===== src/rtl/dma_chan.sv =====
module dma_chan #(
  parameter int RECOVER = 2
) (
  input  logic        clk,
  input  logic        rst_n,
  input  logic        reg_wr,
  input  logic [2:0]  reg_addr,
  input  logic [31:0] reg_wdata,
  output logic [31:0] reg_rdata,
  output logic        bus_req,
  output logic        bus_we,
  output logic [1:0]  bus_size,
  output logic [31:0] bus_addr,
  output logic [31:0] bus_wdata,
  input  logic [31:0] bus_rdata,
  input  logic        bus_ack,
  input  logic [3:0]  dreq,
  output logic        irq
);
  localparam logic [30:0] CFG_MASK = 31'h38FF_FFFF;
  localparam int RCW = $clog2(RECOVER + 1);

  typedef enum logic [1:0] {IDLE, RD, WR, TAIL} st_t;
  st_t st;
  logic [31:0] src_a, dst_a, cnt, data_q;
  logic [30:0] cfg;
  logic [3:0]  rd_gap, wr_gap;
  logic [RCW-1:0] rec;

  function automatic logic [2:0] nbytes(input logic [2:0] w);
    return w[1] ? 3'd4 : (w[0] ? 3'd2 : 3'd1);
  endfunction

  function automatic logic [31:0] step(input logic [31:0] a, input logic [1:0] m, input logic [2:0] b);
    case (m)
      2'b00:   return a + 32'(b);
      2'b01:   return a - 32'(b);
      default: return a;
    endcase
  endfunction

  function automatic logic pick(input logic [2:0] sel, input logic [3:0] r);
    return !sel[2] && r[sel[1:0]];
  endfunction

  logic [2:0] s_bytes, d_bytes, cur_w;
  logic src_ok, dst_ok, tail_ok, active, cfg_wr, start, abort, hs;
  logic [31:0] start_cnt, rmask;

  assign s_bytes   = nbytes(cfg[18:16]);
  assign d_bytes   = nbytes(cfg[10:8]);
  assign src_ok    = !cfg[28] || pick(cfg[21:19], dreq);
  assign dst_ok    = !cfg[27] || pick(cfg[13:11], dreq);
  assign tail_ok   = cfg[27] ? pick(cfg[13:11], dreq) : (cfg[28] ? pick(cfg[21:19], dreq) : 1'b1);
  assign active    = st != IDLE;
  assign cfg_wr    = reg_wr && reg_addr == 3'd3;
  assign start     = cfg_wr && reg_wdata[31] && !active && rec == '0;
  assign abort     = cfg_wr && !reg_wdata[31] && active;
  assign start_cnt = cnt & ~(32'(nbytes(reg_wdata[10:8])) - 32'd1);
  assign rmask     = cfg[17] ? 32'hFFFF_FFFF : (cfg[16] ? 32'h0000_FFFF : 32'h0000_00FF);

  assign bus_we    = st == WR;
  assign bus_req   = (st == RD && rd_gap == '0 && src_ok) || (st == WR && wr_gap == '0 && dst_ok);
  assign bus_addr  = bus_we ? dst_a : src_a;
  assign bus_wdata = data_q;
  assign cur_w     = bus_we ? cfg[10:8] : cfg[18:16];
  assign bus_size  = cur_w[1] ? 2'd2 : {1'b0, cur_w[0]};
  assign hs        = bus_req && bus_ack;

  always_comb begin
    case (reg_addr)
      3'd0:    reg_rdata = src_a;
      3'd1:    reg_rdata = dst_a;
      3'd2:    reg_rdata = cnt;
      3'd3:    reg_rdata = {active, cfg};
      3'd4:    reg_rdata = {31'd0, irq};
      3'd5:    reg_rdata = data_q;
      default: reg_rdata = '0;
    endcase
  end

  always_ff @(posedge clk or negedge rst_n) begin
    if (!rst_n) begin
      st     <= IDLE;
      src_a  <= '0;
      dst_a  <= '0;
      cnt    <= '0;
      data_q <= '0;
      cfg    <= '0;
      rd_gap <= '0;
      wr_gap <= '0;
      rec    <= '0;
      irq    <= 1'b0;
    end else begin
      if (rec != '0) rec <= rec - 1'b1;
      if (rd_gap != '0) rd_gap <= rd_gap - 1'b1;
      if (wr_gap != '0) wr_gap <= wr_gap - 1'b1;
      if (reg_wr && reg_addr == 3'd4 && reg_wdata[0]) irq <= 1'b0;
      if (!active) begin
        if (reg_wr) begin
          case (reg_addr)
            3'd0:    src_a  <= reg_wdata;
            3'd1:    dst_a  <= reg_wdata;
            3'd2:    cnt    <= reg_wdata;
            3'd5:    data_q <= reg_wdata;
            default: ;
          endcase
        end
        if (start) begin
          cfg    <= reg_wdata[30:0] & CFG_MASK;
          cnt    <= start_cnt;
          rd_gap <= '0;
          wr_gap <= '0;
          st     <= (start_cnt == '0) ? TAIL : RD;
        end
      end else if (abort) begin
        st  <= IDLE;
        rec <= RCW'(RECOVER);
      end else begin
        case (st)
          RD: if (hs) begin
            data_q <= bus_rdata & rmask;
            src_a  <= step(src_a, cfg[23:22], s_bytes);
            rd_gap <= cfg[3:0];
            st     <= WR;
          end
          WR: if (hs) begin
            dst_a  <= step(dst_a, cfg[15:14], d_bytes);
            cnt    <= cnt - 32'(d_bytes);
            wr_gap <= cfg[7:4];
            st     <= (cnt == 32'(d_bytes)) ? TAIL : RD;
          end
          TAIL: if (wr_gap == '0 && tail_ok) begin
            st  <= IDLE;
            rec <= RCW'(RECOVER);
            if (cfg[29]) irq <= 1'b1;
          end
          default: ;
        endcase
      end
    end
  end

  AST_IDLE_QUIET: assert property (@(posedge clk) disable iff (!rst_n) !active |-> !bus_req);
  AST_CNT_ALIGN: assert property (@(posedge clk) disable iff (!rst_n) active |-> (cnt & (32'(d_bytes) - 32'd1)) == '0);
  AST_CNT_FALLS: assert property (@(posedge clk) disable iff (!rst_n) (hs && bus_we) |=> cnt < $past(cnt));
  AST_CFG_LOCK: assert property (@(posedge clk) disable iff (!rst_n) (active && cfg_wr) |=> $stable(cfg));
  AST_ABORT_QUIET: assert property (@(posedge clk) disable iff (!rst_n)
    (active && reg_wr && reg_addr == 3'd3 && !reg_wdata[31]) |=> (!bus_req && !reg_rdata[31] && $stable(irq)));
  AST_RECOVER_HOLD: assert property (@(posedge clk) disable iff (!rst_n) $fell(active) |=> !active ##1 !active);
  AST_IRQ_AT_DONE: assert property (@(posedge clk) disable iff (!rst_n) $rose(irq) |-> $fell(active));
endmodule


===== config.mk =====
export PLATFORM = sky130hd
export DESIGN_NAME = dma_chan
export DESIGN_NICKNAME = d
export VERILOG_FILES = /design/src/rtl/dma_chan.sv
export SDC_FILE = /design/constraint.sdc
export NUM_CORES = 1
export LEC_CHECK = 0
export BUFFER_PORTS_ARGS = -buffer_cell sky130_fd_sc_hd__buf_2
export CAP_MARGIN = 20
export CORE_MARGIN = 4
export CORE_UTILIZATION = 41
export CTS_CLUSTER_SIZE = 28
export DETAILED_ROUTE_END_ITERATION = 16
export GPL_TIMING_DRIVEN = 0
export PLACE_DENSITY = 0.63
export SETUP_SLACK_MARGIN = 0.5
export SYNTH_ARGS = -nofsm -noshare
export SYNTH_HDL_FRONTEND = slang
export SYNTH_SLANG_ARGS = --single-unit

===== constraint.sdc =====
create_clock -name clk -period 3.69 [get_ports clk]
set_input_delay 1.107 -clock clk [delete_from_list [all_inputs] [get_ports clk]]
set_output_delay 1.107 -clock clk [all_outputs]
set_load 0.01 [all_outputs]

# After elaboration in Yosys (flattened, before gate mapping)
# Cells that the tools add are included.
# totals
register_bits	168
out_inout_bits	101
word_cells	172
# op_classes
addsub	9
n_lt_le_gt_ge	2
n_eq_ne	21
n_mux	77
bitwise	4
n_reduce_logical	49
# op_table
op	count
2-to-1 mux 32 bit	27
one-hot mux 32 bit (6 select lines)	1
one-hot mux 32 bit (2 select lines)	2
subtractor 32 x 3 -> 32 bit	3
adder 32 x 3 -> 32 bit	2
AND 32 bit	2
2-to-1 mux 4 bit	12
2-to-1 mux 2 bit	18
equality test 32 x 3 -> 1 bit	1
logical NOT 32 bit	1
NOT 32 bit	1
logical AND 1 bit	16
2-to-1 mux 16 bit	1
AND reduction 5 bit	3
nonzero test 2 bit	7
AND reduction 6 bit	2
2-to-1 mux 1 bit	10
2-to-1 mux 3 bit	3
logical NOT 4 bit	2
inequality test 4 bit (second input constant)	2
nonzero test 4 bit	2
subtractor 4 x 1 -> 4 bit (second input constant)	2
equality test 2 x 1 -> 1 bit (second input constant)	3
equality test 3 x 2 -> 1 bit (second input constant)	2
other kinds (20)	37

# Depth between registers and ports, before layout
# Gate-level depths: netlist of the first run.
# depth
word_depth	11
mapped_depth	16

# Worst setup path before layout of the first run
# OpenSTA, ideal clock, no wires.
# synth_timing
path_type	reg2reg
start	register cfg[9]
end	register dst_a[29]
setup_time_ns	0.139
t_arrival_ns	3.660
t_required_ns	3.551
setup_slack_ns	-0.109
stages_incl_launch_ff	15
period_less_slack_ns	3.799
cell_sequence	dfrtp_1 > nor2b_1 > inv_1 > ha_1 > ha_1 > nand2b_1 > ha_1 > a211oi_2 > nor2_1 > o41a_1 > o41ai_2 > o32ai_1 > o41ai_1 > nor3b_2 > a311oi_2
# synth_via
elab_chain_len	7
word_cells_on_any_way	8
# synth_rtl
item	line_no	text
start: declaration	26	logic [30:0] cfg;
start signal: assignment	110	cfg <= reg_wdata[30:0] & CFG_MASK;
2-to-1 mux 3 bit *	31	return w[1] ? 3'd4 : (w[0] ? 3'd2 : 3'd1);
subtractor 32 x 3 -> 32 bit or adder 32 x 3 -> 32 bit (tied branches)	37, 36	
one-hot mux 32 bit (2 select lines) *	35	case (m)
2-to-1 mux 32 bit *	127	WR: if (hs) begin
2-to-1 mux 32 bit *	120	case (st)
2-to-1 mux 32 bit *	116	end else if (abort) begin
2-to-1 mux 32 bit *	99	if (!active) begin
end signal: assignment	103	3'd1: dst_a <= reg_wdata;
end signal: assignment	128	dst_a <= step(dst_a, cfg[15:14], d_bytes);
end: declaration	25	logic [31:0] src_a, dst_a, cnt, data_q;
# Every way passes the cells marked *; elsewhere a longest branch is shown, timed or not. The select of a mux whose other input is x is not followed.
# A chain may end at the register's enable or synchronous reset.

# Final worst setup path of the first run
# layout_timing
start	input reg_addr[0]
end	output reg_rdata[11]
# layout_via
elab_chain_len	2
word_cells_on_any_way	7
# layout_rtl
item	line_no	text
start: declaration	7	input logic [2:0] reg_addr,
equality test 3 bit, or another cell as far along	71	case (reg_addr)
one-hot mux 32 bit (6 select lines) *	71	
end: declaration	9	output logic [31:0] reg_rdata,
# Every way passes the cells marked *; elsewhere a longest branch is shown, timed or not.

==> results of run 1 <==
-- layout make-up --
| cell class | count | area share (%) |
|---|---|---|
| tap | 396 | 2.77 |
| inverter | 46 | 1.01 |
| sequential | 168 | 23.5 |
| timing repair buffer | 273 | 10.9 |
| multi-input combinational | 1274 | 54.0 |
| clock buffer | 21 | 2.52 |
| buffer | 92 | 4.49 |
| clock inverter | 10 | 0.818 |
-- power breakdown --
part	total, uW	switching, uW	leakage (uW)	internal, uW
logic	16800	9430	0.00552	7400
clock network	1930	845	0.000276	1080
registers	4070	1320	0.00200	2740
-- flip-flops by register name (all words and copies together), names as in the netlist --
| register | cells |
|---|---|
| st | 2 |
| wr_gap | 4 |
| cnt | 32 |
| bus_wdata | 32 |
| cfg | 27 |
| dst_a | 32 |
| rd_gap | 4 |
| src_a | 32 |
| irq | 1 |
| rec | 2 |
-- cells in the mapped netlist, drive strengths merged, types with 6 or more instances --
library cell  instances  share of area, %
a211oi                9              0.60
clkbuf               64               1.9
and2                  9              0.43
a221oi                6              0.41
nand3                53               2.0
o21ai               123               4.8
a21oi               102               4.1
or2                  11              0.55
nor2b                19              0.92
mux2i                10              0.77
nand4                12              0.79
inv                  46               1.3
ha                   71               6.9
a22oi                38               2.2
mux4                 13               2.3
o221ai               15               1.0
dfrtp               168                32
o211ai               13              0.75
buf                  27               1.0
o21a                  9              0.52
nand2b               14              0.68
nor2                144               4.2
a31oi                74               3.6
or3                  11              0.55
o21bai                8              0.46
and3                  9              0.45
xor2                 14              0.95
nor3                 28               1.1
xnor2                35               2.4
o22ai                25               1.2
mux2                 47               4.1
a21o                 28               1.7
nand2               242               7.0
-- per-layer routing --
| layer | GRT usage [%] | share of wire, % | wire length (um) | vias up |
|---|---|---|---|---|
| met1 | 48.0 | 40 | 25300 | 7194 |
| met2 | 53.3 | 43 | 27500 | 1077 |
| met3 | 7.86 | 11 | 6750 | 239 |
| met4 | 20.3 | 6.5 | 4150 | 0 |
| met5 | 0 | 0 | 0 | - |
| li1 | - | - | - | 6425 |
-- final timing paths --
check | depth (start not counted) | startpoint | end | slack, ns
max in group asynchronous | 2 | rst_n | cfg[9] | 2.11
min reg2reg | 1 | rec[0] | rec[0] | 0.47
min in group asynchronous | 1 | rst_n | cfg[23] | 0.58
min | 1 | rec[0] | rec[0] | 0.47
max reg2reg | 15 | cfg[8] | dst_a[30] | 0.07
max | 10 | reg_addr[0] | reg_rdata[11] | 0.07
-- cells by family after synthesis --
| kind of cell | after synthesis | share of synthesized area [%] |
|---|---|---|
| xor gates and xnor gates | 49 | 3.31 |
| DFF | 168 | 32.5 |
| buffers and inverters | 138 | 4.29 |
| and+or+nand+nor | 572 | 20.0 |
| AOI/OAI and AO/OA | 506 | 25.4 |
| muxes | 70 | 7.12 |
| adders and majority gates | 74 | 7.33 |
-- worst max-delay path: cells and delay by family --
kind	cells	cell delay (ns)
AND/OR/NAND/NOR	1	0.08
AO/OA/AOI/OAI	3	0.44
buffers and inverters	6	0.88
-- per-stage QoR --
stage                     instance area (sq um)  setup TNS, ns  instances
after CTS                                 17100              0       2249
after floorplan                           13300              0       1577
after detailed placement                  14700         -31.22       2149
final                                     17900              0       2280
after global routing                      17900        -0.0268       2280
after global placement                    14700        -262.44       2148
-- cell usage in the layout (no fill, tap or decap), drive strengths merged, types with 6 or more instances in the layout --
cell type,n
or3,11
o211ai,13
o21a,9
buf,298
clkbuf,87
and2,9
a221oi,6
o221ai,15
mux2i,10
nor3,28
nand3,53
a22oi,38
nor2,145
a21oi,102
nand4,12
xnor2,35
mux2,47
a21o,28
dfrtp,168
o21bai,8
nand2,242
mux4,13
a211oi,9
ha,71
o21ai,123
a31oi,74
and3,9
o22ai,25
inv,46
xor2,14
or2,11
nor2b,19
nand2b,16
-- timing repair --
item,in CTS,in global routing
cloned,10,1
setup buffers,59,30
gates resized for setup,275,137
pin swaps,74,70
endpoints found under the setup margin,210,187
hold buffers,0,0
==> flow_metrics.tcl, run 1 <==
set metrics [dict create \
    path_cells "buf_8 -> clkbuf_16 -> buf_12 -> clkbuf_16 -> clkbuf_16 -> nand2_2 -> o21ai_4 -> a22oi_2 -> o22ai_1 -> buf_2" \
    tightest_slew_ns 1.17 \
    netlist_area_sq_um 12900 \
    wl_per_cell_um 27.9 \
    fillers 2762 \
    place.gp.congestion 1.00 \
    critPathLaunchType "input port" \
    ys.flop_type "dfrtp_1" \
    timing.final.crit_share_pct 98.1 \
    ir_drop_uv 488 \
    power_uw 22800 \
    core-area_sq_um 30800 \
    cts-root-buf "clkbuf_16" \
    avgSynthCellArea_sq_um 8.21 \
    utilization_pct 58.1 \
    grt_pass1_wl_um 90900 \
    critPathMostFrequentCell "clkbuf_16" \
    min_period_ns 3.62 \
    ys_warn_count 0 \
    syn2layout_area_growth_pct 38.3 \
    antenna_found_initial 0 \
    nNetsFinal 2021 \
    fin_skew_ns 0.00954 \
    synth.net_count 1726 \
    max_stage_delay_ns 0.23 \
    cts_made_buffers 17 \
    clock_latency_ns 0.45 \
    seq_area_sq_um 4210 \
    slowest_stage "a22oi_2" \
    pre_cts_slack_ns -0.543 \
    fp.dieH_um 186 \
    finalWorstSetupSlack_ns 0.0720 \
    arrival_ns 2.51 \
    die_x_um 186 \
    vias 14900 \
    gr-total-overflow 0 \
    clk_path_buf_depth 2 \
    cts_tree "built" \
    maxSlewViolCount 0 \
    crit_required_ns 2.58 \
    crit_fanout 6 \
    fp-row-count 64 \
    async_reset_ff_share_pct 100 \
    end_kind "output port" \
    io_pins 176 \
    hold_violations 0 \
    synth_edf_count 0 \
    clock_sinks 168 \
    grt_pass1_vias 14000 \
    hold_ws_ns 0.470 \
    antenna_cells 0 \
    initial_utilization_pct 42.0 \
    critPathKind "input port to output port" \
    relSlewSlack_pct 21.4 \
    rsz0062_at_grt "true" \
    outcome "finished clean" \
    yosysUniqueCellTypes 88 \
    synth-seq-area-share_pct 32.5 \
    multiInputGateArea_sq_um 9660 \
    drt_iter0_drc 1739 \
    grt_use_total_pct 35.8 \
    synth-seq-cells 168 \
    final_layout_size_suffix_gt1_share_pct 36.0 \
    drtPass1Iterations 6 \
    ant_nets 0 \
    htree_levels 4 \
    via_per_inst 6.55 \
    drc 0 \
    fmax_ghz 0.276 \
    wl_um 63700 \
    setup_viol 0 \
    io_buffers 175 \
    hp-class "flip-flop to flip-flop" \
    leakage_uw 0.00780 \
    grt_max_degree 114 \
    synthCells 1577 \
    p_per_area_nw_per_um2 1270 \
    die_area_sq_um 34500 \
    clkTransAtPathRegs_ns 0.07 \
    drv_cap 0 \
    hpwl_um 46000 \
]
Note: power is estimated with default switching activity, not from simulation.
==> inputs of run 2 (changes only) <==
RECOVER_POWER = 25   (was not set)
==> flow_metrics.tcl, run 2 (synthesis gave the netlist of run 1 again) <==
set metrics [dict create \
    clkPwrFrac_pct 8.5 \
    layout_commonest_cell "nand2_1" \
    r2r-start "cfg[8]" \
    critPathLaunchType "flip-flop" \
    grt_max_degree 114 \
    antenna_cells 0 \
    reg2reg_depth 15 \
    slowest_stage "dfrtp_2" \
    reg2reg_slack_ns 0.07 \
    path_buf_inv 1 \
    antenna_found_initial 0 \
    min_path_cells 1 \
    maxSlewViolCount 56 \
    drc 0 \
    place_inst 2149 \
    fp-row-count 64 \
    critPathMostFrequentCell "ha_4" \
    io_buffers 175 \
    gr-total-overflow 0 \
    grt_pass1_vias 14000 \
    leakage_uw 0.00779 \
    min-delay-start "rec[0]" \
    finalSetupTns_ns 0 \
    min_period_ns 3.62 \
    die_x_um 186 \
    violations "max-capacitance violations, max-slew violations" \
    outcome "complete, but fails checks" \
    clock_sinks 168 \
    io_pins 176 \
    vias 14900 \
    p_int_uw 11200 \
    fillers 2763 \
    hold_violations 0 \
    ant_nets 0 \
    arrival_ns 3.92 \
    whs_endpoint "rec[0]" \
    clkTransAtPathRegs_ns 0.07 \
    drt_iter0_drc 1741 \
    hp-class "flip-flop to flip-flop" \
    switchingPower_uw 11600 \
    power_frac_comb_pct 73.7 \
    die_area_sq_um 34500 \
    htree_levels 4 \
    grtUsageMet3_pct 7.86 \
    syn2layout_area_growth_pct 38.2 \
    drv_cap 1 \
    fin_skew_ns 0.00924 \
    cts_made_buffers 17 \
    timing.final.crit_share_pct 98.0 \
    worst-path-stages 15 \
    tightest_slew_ns 1.57 \
    final_layout_size_suffix_gt1_share_pct 36.0 \
    initial_utilization_pct 42.0 \
    via_per_inst 6.54 \
    layout.cells.non_filler 2280 \
    grt_use_met2_pct 53.3 \
    crit_required_ns 4.00 \
    grt_use_total_pct 35.8 \
    hpwl_um 46000 \
    use_met1_pct 48.0 \
    cts_tree "built" \
    critPathKind "flip-flop to flip-flop" \
    p_per_area_nw_per_um2 1280 \
    core-area_sq_um 30800 \
    r2r_end "dst_a[30]" \
    seqPwrFrac_pct 17.8 \
    drtPass1Iterations 6 \
    wl_um 63600 \
    ir_drop_uv 487 \
    max_stage_delay_ns 0.45 \
    setup_viol 0 \
    relSlewSlack_pct -4.56 \
    rsz0062_at_grt "true" \
    clock_latency_ns 0.45 \
    grt-busiest-layer "met2" \
    clk_path_buf_depth 2 \
    swShare_pct 50.8 \
    end_kind "flip-flop" \
    cts-root-buf "clkbuf_16" \
    grt_pass1_wl_um 90900 \
    nNetsFinal 2021 \
    fp.dieH_um 186 \
    wl_per_cell_um 27.9 \
    startpoint "cfg[8]" \
    crit_family "compound AO/OA/AOI/OAI gates" \
    layout_common_cells "nand2_1 (230), buf_2 (180), dfrtp_1 (162)" \
    path_cells "or2_4 -> ha_4 -> ha_4 -> nand2b_4 -> buf_12 -> ha_4 -> a21oi_2 -> nand2_1 -> a221o_1 -> o2111ai_1 -> a31oi_1 -> o221a_2 -> a221oi_2 -> xor2_1 -> o221ai_1" \
    crit_fanout 5 \
    fmax_ghz 0.276 \
    place.gp.congestion 1.00 \
]
-- run 2: changes by cell type in the layout (fill, tap and decap cells not counted), sizes merged --
cell    delta
buf        -1
clkbuf     +1
-- run 2: worst max path at each step --
stage | slack, ns | end
after detailed placement | -0.54 | reg_rdata[17]
final | 0.07 | dst_a[30]
after global routing | -0.03 | dst_a[30]
after CTS | 0.04 | dst_a[30]
after global placement | -1.41 | src_a[7]
after floorplan | 0.41 | dst_a[29]
-- run 2: metrics by stage --
stage / util (%) / worst slack (ns) / cell area [sq um] / hold slack (ns) / power (uW)
2_1_floorplan: - / 0.412 / 13300 / 0.433 / 12600
3_3_place_gp: 47.6 / -1.41 / 14700 / 0.450 / 16600
3_5_place_dp: 47.7 / -0.543 / 14700 / 0.451 / 16800
4_1_cts: 55.5 / 0.0355 / 17100 / 0.466 / 20900
5_1_grt: 58.0 / -0.0268 / 17900 / 0.501 / 24000
6_report: 58.0 / 0.0722 / 17900 / 0.470 / 22800
-- run 2: repair_timing --
| item | in CTS | in global routing |
|---|---|---|
| cloned | 10 | 1 |
| resized for setup | 275 | 137 |
| pin swaps | 74 | 70 |
| hold buffers | 0 | 0 |
| setup endpoints to repair | 210 | 187 |
| buffers inserted | 59 | 30 |
-- run 2: area by class of cell --
class	count	area (sq um)	share of cell area (%)
multi-input combinational	1274	9660	54.0
inverter	46	181	1.01
timing repair buffer	273	1940	10.9
clock buffer	21	450	2.52
clock inverter	10	146	0.818
tap	396	495	2.77
sequential	168	4210	23.5
buffer	92	803	4.49
-- run 2: power groups by stage --
stage                     clock network, uW  registers, uW  logic, uW
after floorplan                           0           3490       9140
after global placement                    0           3910      12700
after detailed placement                  0           3920      12800
after CTS                              1920           3970      15000
after global routing                   2010           4130      17900
final                                  1930           4060      16800
-- run 2: per-layer routing --
layer / share of wire (%) / routed length [um]
met1: 40 / 25400
met2: 43 / 27400
met3: 10 / 6680
met4: 6.4 / 4100
met5: 0 / 0
==> inputs of run 3 (changes only) <==
SETUP_SLACK_MARGIN = 0.15   (was 0.5)
SLEW_MARGIN = 40   (was not set)
==> flow_metrics.tcl, run 3 (synthesis gave the netlist of run 1 again) <==
set metrics [dict create \
    outcome "complete, but fails checks" \
    violations "max-capacitance violations, max-slew violations" \
    hp-class "flip-flop to flip-flop" \
    r2r_end "src_a[30]" \
    layout.cells.non_filler 2250 \
    p_int_uw 10400 \
    clock_sinks 168 \
    power_frac_comb_pct 72.7 \
    fin_skew_ns 0.0140 \
    syn2layout_area_growth_pct 29.6 \
    place.gp.congestion 1.00 \
    end_kind "flip-flop" \
    fp.dieH_um 186 \
    fp-row-count 64 \
    rsz0062_at_grt "true" \
    hold_violations 0 \
    cts_made_buffers 17 \
    drc 0 \
    crit_fanout 4 \
    wl_um 61900 \
    clkTransAtPathRegs_ns 0.07 \
    ir_drop_uv 489 \
    startpoint "cfg[17]" \
    maxSlewViolCount 68 \
    placed_cell_area_sq_um 14400 \
    swShare_pct 52.0 \
    seqPwrFrac_pct 18.5 \
    wl_per_cell_um 27.5 \
    finalWorstSetupSlack_ns 0.0251 \
    place_inst 2150 \
    grt_max_degree 68 \
    antenna_cells 0 \
    antenna_found_initial 2 \
    r2r-start "cfg[17]" \
    drv_cap 1 \
    critPathKind "flip-flop to flip-flop" \
    ant_nets 0 \
    clock_latency_ns 0.45 \
    clkPwrFrac_pct 8.8 \
    htree_levels 4 \
    grt_use_total_pct 34.9 \
    clk_path_buf_depth 2 \
    switchingPower_uw 11200 \
    io_pins 176 \
    hpwl_um 45400 \
    drtPass1Iterations 5 \
    nNetsFinal 1990 \
    die_area_sq_um 34500 \
    reg2reg_slack_ns 0.03 \
    fmax_ghz 0.273 \
    gr-total-overflow 0 \
    leakage_uw 0.00736 \
    hold_buffers 0 \
    endpoint "src_a[30]" \
    timing.final.crit_share_pct 99.3 \
    initial_utilization_pct 42.0 \
    p_per_area_nw_per_um2 1290 \
    critPathLaunchType "flip-flop" \
    vias 14800 \
    arrival_ns 3.96 \
    setup_viol 0 \
    fin_area_sq_um 16800 \
    relSlewSlack_pct -22.7 \
    core-area_sq_um 30800 \
    die_x_um 186 \
    hold_ws_ns 0.471 \
    via_per_inst 6.56 \
    reg2reg_depth 15 \
    min_period_ns 3.66 \
    io_buffers 175 \
    cts-root-buf "clkbuf_16" \
    layout_common_cells "nand2_1 (238), buf_2 (190), dfrtp_1 (163)" \
    utilization_pct 54.4 \
    grt_pass1_wl_um 89300 \
    drt_iter0_drc 1997 \
    grt_pass1_vias 13900 \
    crit_required_ns 3.99 \
    tightest_slew_ns 1.84 \
    layout_commonest_cell "nand2_1" \
    pre_cts_slack_ns -1.05 \
    final_layout_size_suffix_gt1_share_pct 31.1 \
    cts_tree "built" \
]
## run 3: changes by cell type in the layout (fill, tap and decap cells not counted), sizes merged
cell / before / now
bufinv: 3 / 2
nor2: 145 / 144
nand2b: 16 / 15
clkbuf: 88 / 80
clkinvlp: 5 / 3
clkinv: 2 / 4
inv: 46 / 51
buf: 297 / 273
## run 3: timing repair
action	in CTS	in global routing
gates cloned	2	4
pin swaps	36	64
gates resized for setup	194	107
setup endpoints to repair	111	103
buffers inserted	42	20
## run 3: power by group through the flow
stage,Sequential (uW),Combinational (uW),Clock (uW)
6_report,4000,15700,1910
5_1_grt,4060,16900,1970
4_1_cts,3910,14200,1910
3_5_place_dp,3910,12400,0
3_3_place_gp,3900,12200,0
2_1_floorplan,3470,8720,0
## run 3: worst min path at each step
stage,startpoint,end,slack [ns],cells after the start
final,rec[0],rec[0],0.47,1
after global routing,rec[0],rec[0],0.49,1
after CTS,rec[0],rec[0],0.47,1
after detailed placement,rec[0],rec[0],0.45,1
after global placement,rec[0],rec[0],0.45,1
after floorplan,rec[0],rec[0],0.43,1
## run 3: per-layer routing
metal / vias up / GRT usage, % / wire length, um
met5: - / 0 / 20
met4: 2 / 18.9 / 4120
met3: 227 / 7.95 / 6830
met2: 1125 / 51.6 / 26100
met1: 7076 / 47.3 / 24900
li1: 6339 / - / -
## run 3: area by class of cell
class                   instances  area, sq um
plain buffers                  92          668
clock buffers                  18          429
clock inverters                14          164
fillers                      2876        14000
inverters                      46          180
multi-input cells            1272         9160
flip-flops and latches        168         4210
well taps                     396          495
repair buffers                244         1470
## run 3: critical path, cell delays in order, from the launching register on
cell      delay [ns]
dfrtp_2         0.45
nor2_4          0.13
inv_2           0.06
ha_4            0.16
ha_4            0.21
mux2i_4         0.20
ha_4            0.25
a211oi_4        0.30
o21bai_4        0.11
o21ai_4         0.26
o21ai_4         0.10
a311o_1         0.43
a311oi_2        0.41
o21ai_1         0.15
xnor2_1         0.17
o221ai_1        0.13
## run 3: stage by stage
step | setup TNS (ns) | total power (uW)
finish | 0 | 21600
global route | -0.303 | 22900
CTS | 0 | 20000
detailed placement | -56.53 | 16300
global placement | -285.99 | 16100
floorplan | 0 | 12200
